### src/rtl/sfp_pkg.sv
package sfp_pkg;
  localparam int unsigned SFP_DATA_W = 8;
  localparam int unsigned SFP_DEPTH  = 16;

  function automatic int unsigned sfp_half(int unsigned depth);
    return depth / 2;
  endfunction
endpackage

### src/rtl/sfp_ring.sv
module sfp_ring #(
  parameter int DATA_W = 8,
  parameter int DEPTH  = 16,
  localparam int CNT_W = $clog2(DEPTH + 1)
) (
  input  logic              clk,
  input  logic              rst,
  input  logic              clr,
  input  logic              push,
  input  logic [DATA_W-1:0] push_data,
  input  logic              pop,
  input  logic              rd_en,
  output logic [DATA_W-1:0] rd_data,
  output logic [CNT_W-1:0]  count,
  output logic              full,
  output logic              empty
);
  localparam int PTR_W = (DEPTH > 1) ? $clog2(DEPTH) : 1;

  logic [DATA_W-1:0] mem [DEPTH];
  logic [PTR_W-1:0]  wr_ptr, rd_ptr;
  logic              push_ok, pop_ok;

  assign full    = (count == CNT_W'(DEPTH));
  assign empty   = (count == '0);
  assign push_ok = push & ~full;
  assign pop_ok  = pop & ~empty;

  function automatic logic [PTR_W-1:0] bump(logic [PTR_W-1:0] p);
    return (p == PTR_W'(DEPTH - 1)) ? '0 : p + 1'b1;
  endfunction

  // storage without reset so it maps onto block RAM
  always_ff @(posedge clk) begin
    if (push_ok) mem[wr_ptr] <= push_data;
  end

  always_ff @(posedge clk) begin
    if (rd_en) rd_data <= mem[rd_ptr];
  end

  always_ff @(posedge clk) begin
    if (rst || clr) begin
      wr_ptr <= '0;
      rd_ptr <= '0;
      count  <= '0;
    end else begin
      if (push_ok) wr_ptr <= bump(wr_ptr);
      if (pop_ok)  rd_ptr <= bump(rd_ptr);
      count <= count + CNT_W'(push_ok) - CNT_W'(pop_ok);
    end
  end

  // occupancy never exceeds the depth
  assert_count_bound_R13: assert property (@(posedge clk) disable iff (rst)
    count <= CNT_W'(DEPTH));

  // a push refused while full cannot raise the count
  assert_no_push_when_full_R3: assert property (@(posedge clk) disable iff (rst || clr)
    (push && full && !pop) |=> (count == CNT_W'(DEPTH)));
endmodule

### src/rtl/sfp_tx_side.sv
module sfp_tx_side #(
  parameter int DATA_W = 8,
  parameter int DEPTH  = 16,
  localparam int CNT_W = $clog2(DEPTH + 1)
) (
  input  logic              clk,
  input  logic              rst,
  input  logic              clr,
  input  logic              wr_en,
  input  logic [DATA_W-1:0] wr_data,
  output logic              is_full,
  input  logic              eng_req,
  input  logic              eng_done,
  input  logic              eng_abort,
  output logic [DATA_W-1:0] eng_data,
  output logic [CNT_W-1:0]  count,
  output logic              irq_empty,
  output logic              irq_half,
  output logic              irq_underrun
);
  localparam int HALF = sfp_pkg::sfp_half(DEPTH);

  logic              completed, push_ok, is_empty, under_q;
  logic [DATA_W-1:0] raw;

  assign completed = eng_done & ~eng_abort;
  assign push_ok   = wr_en & ~is_full;

  sfp_ring #(.DATA_W(DATA_W), .DEPTH(DEPTH)) ring_i (
    .clk(clk), .rst(rst), .clr(clr),
    .push(wr_en), .push_data(wr_data),
    .pop(completed),
    .rd_en(eng_req), .rd_data(raw),
    .count(count), .full(is_full), .empty(is_empty)
  );

  assign eng_data = under_q ? '0 : raw;

  always_ff @(posedge clk) begin
    if (rst || clr) begin
      under_q      <= 1'b0;
      irq_empty    <= 1'b0;
      irq_half     <= 1'b0;
      irq_underrun <= 1'b0;
    end else begin
      if (eng_req) under_q <= is_empty;
      irq_empty    <= completed & ~push_ok & (count == CNT_W'(1));
      irq_half     <= completed & ~push_ok & (count == CNT_W'(HALF + 1));
      irq_underrun <= eng_req & is_empty;
    end
  end

  // an abort with no host write leaves the occupancy untouched
  assert_abort_keeps_count_R4: assert property (@(posedge clk) disable iff (rst || clr)
    (eng_abort && !wr_en) |=> $stable(count));

  // the drain strobe only appears with an empty queue
  assert_empty_irq_count_R6: assert property (@(posedge clk) disable iff (rst)
    irq_empty |-> (count == '0));

  // an underrun strobe always comes with zero data
  assert_underrun_zero_R5: assert property (@(posedge clk) disable iff (rst)
    irq_underrun |-> (eng_data == '0));

  // the half strobe appears at exactly half occupancy
  assert_half_irq_count_R7: assert property (@(posedge clk) disable iff (rst)
    irq_half |-> (count == CNT_W'(HALF)));
endmodule

### src/rtl/sfp_rx_side.sv
module sfp_rx_side #(
  parameter int DATA_W = 8,
  parameter int DEPTH  = 16,
  localparam int CNT_W = $clog2(DEPTH + 1)
) (
  input  logic              clk,
  input  logic              rst,
  input  logic              clr,
  input  logic              rd_en,
  output logic [DATA_W-1:0] rd_data,
  output logic              is_empty,
  input  logic              xfer_done,
  input  logic [DATA_W-1:0] xfer_data,
  output logic [CNT_W-1:0]  count,
  output logic              irq_full,
  output logic              irq_overflow
);
  logic              is_full, pop_ok, empty_q;
  logic [DATA_W-1:0] raw;

  assign pop_ok = rd_en & ~is_empty;

  sfp_ring #(.DATA_W(DATA_W), .DEPTH(DEPTH)) ring_i (
    .clk(clk), .rst(rst), .clr(clr),
    .push(xfer_done), .push_data(xfer_data),
    .pop(rd_en),
    .rd_en(rd_en), .rd_data(raw),
    .count(count), .full(is_full), .empty(is_empty)
  );

  assign rd_data = empty_q ? '0 : raw;

  always_ff @(posedge clk) begin
    if (rst || clr) begin
      empty_q      <= 1'b1;
      irq_full     <= 1'b0;
      irq_overflow <= 1'b0;
    end else begin
      if (rd_en) empty_q <= is_empty;
      irq_full     <= xfer_done & ~is_full & ~pop_ok & (count == CNT_W'(DEPTH - 1));
      irq_overflow <= xfer_done & is_full;
    end
  end

  // the full strobe only appears with a full queue
  assert_full_irq_count_R10: assert property (@(posedge clk) disable iff (rst)
    irq_full |-> (count == CNT_W'(DEPTH)));

  // overflow only follows a cycle in which the queue was full
  assert_overflow_was_full_R11: assert property (@(posedge clk) disable iff (rst || clr)
    irq_overflow |-> ($past(count) == CNT_W'(DEPTH)));
endmodule

### src/rtl/spi_xfer_fifo_pair.sv
module spi_xfer_fifo_pair #(
  parameter int DATA_W = sfp_pkg::SFP_DATA_W,
  parameter int DEPTH  = sfp_pkg::SFP_DEPTH,
  localparam int CNT_W = $clog2(DEPTH + 1)
) (
  input  logic              clk,
  input  logic              rst,
  input  logic              fifo_clr,
  input  logic              host_wr_en,
  input  logic [DATA_W-1:0] host_wr_data,
  input  logic              host_rd_en,
  output logic [DATA_W-1:0] host_rd_data,
  output logic              host_ack,
  output logic              host_err,
  input  logic              eng_tx_req,
  output logic [DATA_W-1:0] eng_tx_data,
  input  logic              eng_done,
  input  logic              eng_abort,
  input  logic [DATA_W-1:0] eng_rx_data,
  output logic [CNT_W-1:0]  tx_count,
  output logic [CNT_W-1:0]  rx_count,
  output logic              irq_tx_empty,
  output logic              irq_tx_half,
  output logic              irq_tx_underrun,
  output logic              irq_rx_full,
  output logic              irq_rx_overflow
);
  logic tx_full, rx_empty, xfer_ok;

  assign xfer_ok = eng_done & ~eng_abort;

  sfp_tx_side #(.DATA_W(DATA_W), .DEPTH(DEPTH)) tx_i (
    .clk(clk), .rst(rst), .clr(fifo_clr),
    .wr_en(host_wr_en), .wr_data(host_wr_data), .is_full(tx_full),
    .eng_req(eng_tx_req), .eng_done(eng_done), .eng_abort(eng_abort),
    .eng_data(eng_tx_data), .count(tx_count),
    .irq_empty(irq_tx_empty), .irq_half(irq_tx_half), .irq_underrun(irq_tx_underrun)
  );

  sfp_rx_side #(.DATA_W(DATA_W), .DEPTH(DEPTH)) rx_i (
    .clk(clk), .rst(rst), .clr(fifo_clr),
    .rd_en(host_rd_en), .rd_data(host_rd_data), .is_empty(rx_empty),
    .xfer_done(xfer_ok), .xfer_data(eng_rx_data), .count(rx_count),
    .irq_full(irq_rx_full), .irq_overflow(irq_rx_overflow)
  );

  always_ff @(posedge clk) begin
    if (rst) begin
      host_ack <= 1'b0;
      host_err <= 1'b0;
    end else begin
      host_ack <= host_wr_en | host_rd_en;
      host_err <= (host_wr_en & tx_full) | (host_rd_en & rx_empty);
    end
  end

  // an error is never given without its acknowledge
  assert_err_with_ack_R9: assert property (@(posedge clk) disable iff (rst)
    host_err |-> host_ack);

  // each acknowledge answers an access one cycle earlier
  assert_ack_follows_access_R2: assert property (@(posedge clk) disable iff (rst)
    host_ack |-> $past(host_wr_en || host_rd_en));
endmodule

### config.mk
export PLATFORM = sky130hd
export DESIGN_NAME = spi_xfer_fifo_pair
export DESIGN_NICKNAME = d
export VERILOG_FILES = /design/src/rtl/sfp_pkg.sv /design/src/rtl/sfp_ring.sv /design/src/rtl/sfp_tx_side.sv /design/src/rtl/sfp_rx_side.sv /design/src/rtl/spi_xfer_fifo_pair.sv
export SDC_FILE = /design/constraint.sdc
export NUM_CORES = 1
export LEC_CHECK = 0
export BUFFER_PORTS_ARGS = -buffer_cell sky130_fd_sc_hd__clkbuf_2
export CAP_MARGIN = 0
export CORE_MARGIN = 4
export CORE_UTILIZATION = 44
export DETAILED_ROUTE_END_ITERATION = 16
export GPL_TIMING_DRIVEN = 0
export SETUP_SLACK_MARGIN = 0.5
export SYNTH_ARGS = -nofsm -noshare
export SYNTH_HDL_FRONTEND = slang
export SYNTH_SLANG_ARGS = --single-unit
### constraint.sdc
create_clock -name clk -period 2.8 [get_ports clk]
set_clock_uncertainty 0.2 [all_clocks]
set_input_delay 0.42 -clock clk [delete_from_list [all_inputs] [get_ports clk]]
set_output_delay 0.42 -clock clk [all_outputs]
set_load 0.02 [all_outputs]
==> metrics.md, run 1 <==
| Metric | Value |
|---|---|
| Pwr per Cell Area | 709.8 nW/um^2 |
| Setup violations, final | 1 |
| Die Width | 175.5 um |
| Die area | about 30000 sq um |
| Share of synthesized registers carrying an async set or reset | 0% |
| Total gr overflow | 0 |
| DR pass1 iterations | 4 |
| CP top delay family | adder cells |
| Leakage | 4.977 nW |
| Area grow syn2layout | 21.99% |
| H-tree depth | 1 |
| Average cell area after synthesis | 18.31 sq um |
| Placeable Area | 27710 sq um |
| Worst skew pair latency | 550 ps |
| WP buf/inv | 3 |
| Dpl hpwl | about 17000 um |
| Max-slew violations | 0 |
| FF+latch area | 8886 sq um |
| Final Hold Vio Count | 0 |
| Slew @ Worst Pin | 647.2 ps |
| Post-synth EDFFs | 272 |
| Vias in the first global route | 6754 |
| Synth warnings | 0 |
| Syn Nets | 725 |
| Fmax | 351.8 MHz |
| Vias per cell | roughly 5.4 |
| Type of origin of the critical path | flop |
| Mapped Area | between 10000 and 15000 sq um |
| WS Path Type | reg2reg |
| Yosys cell types | 44 |
| Die Y-Extent | roughly 180 um |
| Main flop type after synthesis | edfxtp_1 |
| Row Count | 61 |
| Crit path max fanout | 2 |
| Final worst setup slack | -42.75 ps |
| # port buffers | 56 |
| # IOs | 57 |
| Post-route DRC | 0 |
| Power share of the clock group | 37.9% |
| Largest net degree at the start of global routing | 17 |
| Vias | approximately 6500 |
| Hold Path Class | in2reg |
| Number of max-cap violations | 0 |
| CP dominant cell by count | ha_4 |
| Sequential Power Share | 48.5% |
| FF+latch count, synth | 307 |
| Global-route wire length before repair | 39150 um |
| CP required | between 3000 and 4000 ps |
| Nets | ~850 |
| Setup crit end kind | flop |
| CTS clock-pin slew for the worst setup and hold paths | 60 ps |
| CTS tree | done |
| RSZ-0062 raised after global routing | yes |
| Failing checks | setup timing |
| Max stage delay on crit path | 390 ps |
| Num CTS Buffers | 31 |
| Setup TNS | -42.75 ps |
| Crit path cell chain | inv_4 > ha_4 > or3b_4 > o21ai_4 > inv_2 > ha_4 > inv_2 > ha_4 > fa_2 > a21oi_2 > nor2_1 > or3_1 > a21oi_2 |
| Fill cell count | roughly 2100 |
| Status | finished, violations left |
| Power share of the combinational group | 13.6% |
| Antenna fix cells | 0 |
| Multi-input gate area | 3737 sq um |
| Initial antenna violation count | 0 |
| Period utilization | 101.5% |
| Routed WL | 25560 um |
| Syn Inst Count | around 670 |
| Final Critical Period | ~2800 ps |
| Clock tree buffer depth | 3 |
| Critical-path top delay cell | or3b_4 |
| Slew margin rel. | 56.70% |
| Switching power | 0.002478 W |
| Share of layout cells above drive strength 1 | roughly 33% |
| VDD IR-drop max | 0.5102 mV |
| Average wire per cell in the routed design | 21.23 um |
| Root buffer cell | clkbuf_16 |
| WP data arrival | 3130 ps |
| # clock sinks | 307 |
| Pre-CTS WS | -281.7 ps |
| Starting DRC count in detailed routing | 503 |
| Gr usage total | 16.59% |
| DRT antenna net count | 0 |
| Seq/Total Area, Yosys | 71.87% |
| Global placer's final weighted congestion | 0.7825 |
| Sw frac | 23.19% |
| Initial Utilization | 44.54% |
| Pint | 0.008207 W |
## state kept, by name, summed over array words and instances (netlist names), 5 cells and up
register	cells
rx_i.ring_i.count	5
rx_i.ring_i.mem	128
rx_i.ring_i.rd_data	8
tx_i.ring_i.count	5
tx_i.ring_i.mem	128
tx_i.ring_i.rd_data	8
## Yosys cell counts, drive strengths merged, types with 6 or more instances
cell type,count,share of area (%)
clkbuf,15,0.46
nor2,44,1.3
mux4,64,13
nand2,34,1.0
inv,18,0.55
nor2b,20,1.0
dfxtp,35,5.7
nand2b,6,0.30
a22oi,32,1.9
and2,9,0.46
ha,25,2.5
a21oi,18,0.76
edfxtp,272,66
buf,17,1.0
nor3,13,0.53
## per-stage QoR
step | util [%] | power (W) | instances | hold WS [ps] | instance area [sq um]
4_1_cts | 53.52 | 0.01070 | 1196 | 13.52 | 14830
3_5_place_dp | 47.89 | 0.006497 | 1108 | 324.6 | 13270
2_1_floorplan | - | 0.006155 | 674 | 289.1 | 12520
3_3_place_gp | 47.89 | 0.006462 | 1108 | 310.2 | 13270
6_report | 54.33 | 0.01068 | 1204 | 43.82 | 15050
5_1_grt | 54.33 | 0.01112 | 1204 | 44.15 | 15050
## worst min-delay path, stage by stage
cell and delay [ps]:
clkbuf_2 130, inv_1 60, or2_2 90, a21oi_1 50
## logic make-up after synthesis
kind of cell	count (synthesis)	synth area share, %
flip-flops	307	71.87
AND/OR/NAND/NOR	145	5.841
AO/OA/AOI/OAI	68	3.782
multiplexers	67	12.93
buffers and inverters	50	2.008
adder cells (fa/ha/maj)	27	2.859
XOR/XNOR	10	0.7098
## area by class of cell
type                            count  area share (%)
Sequential cell                   307           59.03
Multi-Input combinational cell    317           24.83
Clock buffer                       35           5.253
Timing Repair Buffer               94           4.355
Tap cell                          378           3.142
Clock inverter                     23           1.438
Buffer                             32           1.371
Inverter                           18          0.5818
## routing by layer
layer  part of all wire (%)  up-vias  global-route usage, %
met2                     53      164                  30.40
met5                      0        -                      0
met1                     39     3312                  20.09
met4                    3.1        0                  5.458
met3                    4.8       44                  2.669
li1                       -     2942                      -
## power by group through the flow
| stage | clock, W | combinational [W] | sequential (W) |
|---|---|---|---|
| after floorplan | 0 | 0.000846 | 0.00531 |
| after global placement | 0 | 0.00119 | 0.00528 |
| after detailed placement | 0 | 0.00121 | 0.00528 |
| after CTS | 0.00414 | 0.00138 | 0.00518 |
| after global routing | 0.00433 | 0.00160 | 0.00519 |
| final | 0.00405 | 0.00146 | 0.00518 |
## repair_timing
action	in CTS	in global routing
hold buffers	3	0
buffers inserted	27	8
pin swaps	20	13
gates resized for setup	70	37
endpoints found under the setup margin	276	187
hold endpoints to repair	3	0
## worst paths after layout
| check | from | endpoint | slack [ps] | depth (start not counted) |
|---|---|---|---|---|
| hold reg to reg | tx_i.ring_i.wr_ptr[0] | tx_i.ring_i.wr_ptr[0] | 340 | 2 |
| hold / removal | host_wr_en | host_err | 40 | 4 |
| setup reg to reg | rx_i.ring_i.count[2] | rx_i.ring_i.count[4] | -40 | 13 |
| setup / recovery | rx_i.ring_i.count[2] | rx_i.ring_i.count[4] | -40 | 13 |
## placed cells by master (no fill, tap or decap), drive strengths merged, types with 5 or more instances in the layout
master,netlist,routed
nor2b,20,20
xnor2,5,5
a21oi,18,18
clkbuf,15,106
buf,17,52
nand2,34,34
mux4,64,64
o21ai,5,5
clkinv,0,16
a22oi,32,32
nand2b,6,6
ha,25,25
dfxtp,35,35
xor2,5,5
nor3,13,13
edfxtp,272,272
inv,18,18
and2,9,9
nor2,44,44
nand3,5,5
No activity file was read; power rests on OpenSTA's default activity.
==> run 2, diff against run 1 <==
- CORE_UTILIZATION: 44 -> 30
- SETUP_SLACK_MARGIN: 0.5 -> 0.02
==> metrics.md, run 2 (synthesis results as in run 1) <==
| Metric | Value |
|---|---|
| Status | finished, violations left |
| Failing checks | setup timing |
| Crit path cell chain | inv_4 > ha_4 > or3b_4 > o21ai_4 > inv_2 > ha_4 > inv_2 > ha_4 > fa_2 > a21oi_2 > nor2_1 > or3_1 > a21oi_2 |
| Met2 GRT Util | 19.06% |
| Clock tree buffer depth | 3 |
| Slew margin rel. | 17.61% |
| Gr usage total | 11.54% |
| DRT antenna net count | 0 |
| H-tree depth | 2 |
| Root buffer cell | clkbuf_16 |
| Initial antenna violation count | 0 |
| Power share of the clock group | 39.7% |
| Setup crit end kind | flop |
| Pint | 0.008241 W |
| Number of max-cap violations | 0 |
| Crit path max fanout | 3 |
| Setup TNS | -118.9 ps |
| Fmax | 348.1 MHz |
| Vias in the first global route | 6570 |
| Top Usage Layer GRT | met2 |
| Die Width | 210.8 um |
| Top flop regs | rx_i.ring_i.mem: 128 flops, tx_i.ring_i.mem: 128 flops |
| Die area | ~44000 sq um |
| Pwr per Cell Area | 735.1 nW/um^2 |
| # port buffers | 56 |
| Final Hold Vio Count | 0 |
| Global placer's final weighted congestion | around 0.73 |
| Routed WL | between 20000 and 30000 um |
| Sw frac | 23.30% |
| Post-route DRC | 0 |
| Period utilization | 102.6% |
| Pwr Total | 0.01074 W |
| Worst skew pair latency | ~510 ps |
| Type of origin of the critical path | flop |
| Critical-path top delay cell | or3b_4 |
| Commonest non-fill, non-tap cell in the layout | edfxtp_1 |
| # clock sinks | 307 |
| Slew @ Worst Pin | 1226 ps |
| Die Y-Extent | 210.8 um |
| # IOs | 57 |
| Num CTS Buffers | 34 |
| WP data arrival | slightly above 3000 ps |
| Share of layout cells above drive strength 1 | between 20% and 30% |
| CP required | ~3000 ps |
| Vias per cell | 4.742 |
| Met3 Track Usage GR | 1.827% |
| VDD IR-drop max | 0.3641 mV |
| Average wire per cell in the routed design | 19.18 um |
| Sequential Power Share | between 40% and 50% |
| Area grow syn2layout | 18.44% |
| Hold Path Class | in2reg |
| CP dominant cell by count | ha_4 |
| Antenna fix cells | 0 |
| Dpl hpwl | 16750 um |
| Commonest non-fill, non-tap cells in the layout | edfxtp_1, clkbuf_2, nor2_1 |
| Max-slew violations | 0 |
| Final Critical Period | 2873 ps |
| Switching power | ~0.0025 W |
| Leakage | 4.798 nW |
| Power share of the combinational group | 12.1% |
| DR pass1 iterations | 5 |
| Row Count | 74 |
| WS Path Type | reg2reg |
| RSZ-0062 raised after global routing | yes |
| Final worst setup slack | -73.13 ps |
| Vias | approximately 6300 |
| CTS tree | done |
| Initial Utilization | 30.29% |
| Starting DRC count in detailed routing | ~500 |
| Placeable Area | 40740 sq um |
| Max stage delay on crit path | 390 ps |
| Nets | 827 |
| Setup violations, final | 2 |
| Total gr overflow | 0 |
| CTS clock-pin slew for the worst setup and hold paths | 60 ps |
| GR Layer Usage met1 | 15.95% |
| Global-route wire length before repair | 39750 um |
| Largest net degree at the start of global routing | 17 |
[run 2: cell count changes in the layout (fill, tap and decap cells not counted), sizes merged]
cell,delta
clkbuf,+11
inv,+3
bufinv,-2
clkinv,-10
dlygate4sd3,-1
clkinvlp,-1
buf,-27
[run 2: path summary, 6_finish.rpt]
kind | from | end | slack (ps) | depth (start not counted)
min reg2reg | tx_i.ring_i.wr_ptr[1] | tx_i.ring_i.wr_ptr[1] | 330 | 2
min | fifo_clr | rx_i.empty_q | 80 | 3
max | rx_i.ring_i.count[2] | rx_i.ring_i.count[4] | -70 | 13
max reg2reg | rx_i.ring_i.count[2] | rx_i.ring_i.count[4] | -70 | 13
[run 2: metrics by stage]
stage / worst slack (ps) / util (%) / instance area [sq um] / std cells / hold slack, ps
global placement: -293.7 / 32.86 / 13390 / 1262 / 321.4
CTS: -147.7 / 35.68 / 14540 / 1327 / 84.35
detailed placement: -356.4 / 32.86 / 13390 / 1262 / 329.4
finish: -73.13 / 35.88 / 14620 / 1331 / 83.83
floorplan: -62.36 / - / 12440 / 674 / 289.1
global route: -208.6 / 35.88 / 14620 / 1331 / 108.0
[run 2: repair_timing]
item	4_1_cts	5_1_grt
pin swaps	2	0
setup endpoints to repair	58	26
setup buffers	4	4
gates resized for setup	7	9
endpoints found under the hold margin	2	0
hold buffers	2	0
[run 2: area by class of cell]
class                   count  area, sq um
multi-input cells         317         3377
clock inverters            13        138.9
plain buffers              32        190.2
inverters                  18        72.57
clock buffers              46        927.1
repair buffers             66        360.3
flip-flops and latches    307         8884
well taps                 532        665.6
fillers                  3810        26120
[run 2: power groups by stage]
stage | Clock, W | Combinational [W] | Sequential, W
2_1_floorplan | 0 | 0.000820 | 0.00531
3_3_place_gp | 0 | 0.00118 | 0.00527
3_5_place_dp | 0 | 0.00120 | 0.00528
4_1_cts | 0.00436 | 0.00126 | 0.00518
5_1_grt | 0.00456 | 0.00144 | 0.00520
6_report | 0.00426 | 0.00130 | 0.00518
[run 2: per-layer routing]
layer  part of all wire, %  vias up  routed length, um
met4                   2.1        0                534
li1                      -     2895                  -
met1                    45     3248              11420
met3                   4.3       34               1099
met2                    49      135              12480
met5                     0        -                  0
[run 2: critical path: cells and delay by family, from the launching register on]
family | cells | cell delay (ps)
adders and majority gates | 4 | 890
and+or+nand+nor | 3 | 810
AOI/OAI and AO/OA | 3 | 390
DFF | 1 | 360
buffers and inverters | 3 | 170
==> run 3, diff against run 2 <==
- CORE_UTILIZATION: 30 -> 55
- CTS_CLUSTER_DIAMETER: default -> 30
- PLACE_DENSITY: default -> 0.75
==> metrics.md, run 3 (synthesis results as in run 1) <==
| Metric | Value |
|---|---|
| Status | finished, violations left |
| Failing checks | setup timing |
| Placeable Area | 21960 sq um |
| Top Usage Layer GRT | met2 |
| Die Width | 157.8 um |
| Vias in the first global route | 6876 |
| Reg-to-Reg Start | rx_i.ring_i.count[2] |
| Die area | 24900 sq um |
| Placed cell count | approximately 1000 |
| Dpl hpwl | ~16000 um |
| Area grow syn2layout | 20.94% |
| DP Area | between 10000 and 15000 sq um |
| Commonest non-fill, non-tap cell in the layout | edfxtp_1 |
| CTS tree | done |
| Initial Utilization | 56.19% |
| Root buffer cell | clkbuf_16 |
| Num CTS Buffers | 48 |
| Crit path max fanout | 4 |
| Post-route DRC | 0 |
| Leakage | 5.092 nW |
| DRT antenna net count | 0 |
| Starting DRC count in detailed routing | 510 |
| CP dominant cell by count | ha_4 |
| Share of layout cells above drive strength 1 | 27.62% |
| Setup TNS | -120.1 ps |
| Clock tree buffer depth | 3 |
| Nets | 841 |
| Setup crit end kind | flop |
| Worst skew pair latency | 540 ps |
| R2R cell count | 13 |
| Die Y-Extent | 157.8 um |
| Final worst setup slack | -110.9 ps |
| Largest net degree at the start of global routing | 17 |
| Fill cell count | between 1000 and 1500 |
| Final std cells w/o fill | around 1100 |
| Global placer's final weighted congestion | 0.8515 |
| # clock sinks | 307 |
| Max stage delay on crit path | 390 ps |
| DR pass1 iterations | 5 |
| Fmax | 343.5 MHz |
| Gr usage total | 21.08% |
| WS Path Type | reg2reg |
| Hold Path Class | in2reg |
| Slew @ Worst Pin | 846.1 ps |
| Row Count | 54 |
| Number of max-cap violations | 0 |
| RR Endpoint | rx_i.ring_i.count[4] |
| Met2 GRT Util | 36.44% |
| Initial antenna violation count | 0 |
| Critical-path top delay cell | or3b_4 |
| Worst reg2reg setup slack | -110 ps |
| Pwr Total | 0.01253 W |
| Vias per cell | between 6 and 7 |
| Antenna fix cells | 0 |
| Average wire per cell in the routed design | 23.07 um |
| Setup violations, final | 2 |
| Top flop regs | rx_i.ring_i.mem: 128 flops, tx_i.ring_i.mem: 128 flops |
| Max-slew violations | 0 |
| GR Layer Usage met1 | 26.44% |
| Final Critical Period | about 2900 ps |
| Worst-case hold path end point | host_ack |
| Multi-input gate area | 3378 sq um |
| Vias | 6691 |
| WP data arrival | around 3200 ps |
| Design Area, Final | 14920 sq um |
| Slew margin rel. | 43.38% |
| Type of origin of the critical path | flop |
| CTS clock-pin slew for the worst setup and hold paths | 50 ps |
| Period utilization | 104.0% |
| Global-route wire length before repair | 39160 um |
| Met3 Track Usage GR | 4.019% |
| CP required | 3070 ps |
| H-tree depth | 2 |
| Final Hold Vio Count | 0 |
| HP Start | host_wr_en |
| Commonest non-fill, non-tap cells in the layout | edfxtp_1, clkbuf_2, clkbuf_16 |
| Pwr per Cell Area | around 840 nW/um^2 |
| RSZ-0062 raised after global routing | yes |
| Crit path cell chain | inv_4 > ha_4 > or3b_4 > o21ai_4 > inv_2 > ha_4 > inv_2 > ha_4 > fa_2 > a21oi_2 > nor2_1 > or3_1 > a21oi_2 |
| # port buffers | 56 |
| WHS Path Cells | 3 |
| Total gr overflow | 0 |
| # IOs | 57 |
| Routed WL | roughly 26000 um |
| FF+latch area | slightly below 9000 sq um |
| VDD IR-drop max | 0.7518 mV |
[run 3: power by group]
part           leakage, nW  internal, W  switching (W)
Clock                0.808      0.00391        0.00215
Sequential            2.75      0.00511      0.0000826
Combinational         1.53     0.000590       0.000690
Total                 5.09      0.00961        0.00292
[run 3: area by class of cell]
type,count,area share (%)
Buffer,32,1.274
Clock buffer,52,8.292
Clock inverter,37,3.002
Inverter,18,0.5031
Multi-Input combinational cell,317,22.64
Sequential cell,307,59.55
Tap cell,280,2.348
Timing Repair Buffer,66,2.398
[run 3: metrics by stage]
stage | worst slack (ps) | hold slack (ps) | utilization (%)
floorplan | -62.36 | 289.1 | -
global placement | -231.6 | 307.2 | 59.53
detailed placement | -275.8 | 327.8 | 59.53
CTS | -142.5 | 0.4435 | 67.73
global route | -202.7 | 8.686 | 67.96
finish | -110.9 | 11.35 | 67.96
[run 3: timing repair]
| action | in CTS | in global routing |
|---|---|---|
| resized for setup | 13 | 9 |
| setup buffers | 7 | 2 |
| hold buffers | 1 | 0 |
| endpoints found under the hold margin | 2 | 0 |
| setup endpoints to repair | 42 | 26 |
| pin swaps | 6 | 3 |
[run 3: how the worst max path moves through the flow]
stage                                     from  depth (start not counted)  slack, ps                   end
after floorplan           rx_i.ring_i.count[3]                         13        -60  rx_i.ring_i.count[4]
after global placement               eng_abort                         13       -230  rx_i.ring_i.count[4]
after detailed placement             eng_abort                         13       -280  rx_i.ring_i.count[4]
after CTS                 rx_i.ring_i.count[3]                         13       -140  rx_i.ring_i.count[4]
after global routing      rx_i.ring_i.count[3]                         13       -200  rx_i.ring_i.count[4]
final                     rx_i.ring_i.count[2]                         13       -110  rx_i.ring_i.count[4]
[run 3: critical path, delay by kind of cell, from the launching register on]
kind,cells,cell delay [ps]
adder cells (fa/ha/maj),4,920
flip-flops,1,360
AND/OR/NAND/NOR,3,800
buffers and inverters,3,170
AO/OA/AOI/OAI,3,380
[run 3: layer usage]
layer / up-vias / wire (um)
met2: 298 / 13170
met3: 68 / 1804
li1: 2947 / -
met1: 3378 / 9709
met4: 0 / 902
met5: - / 0
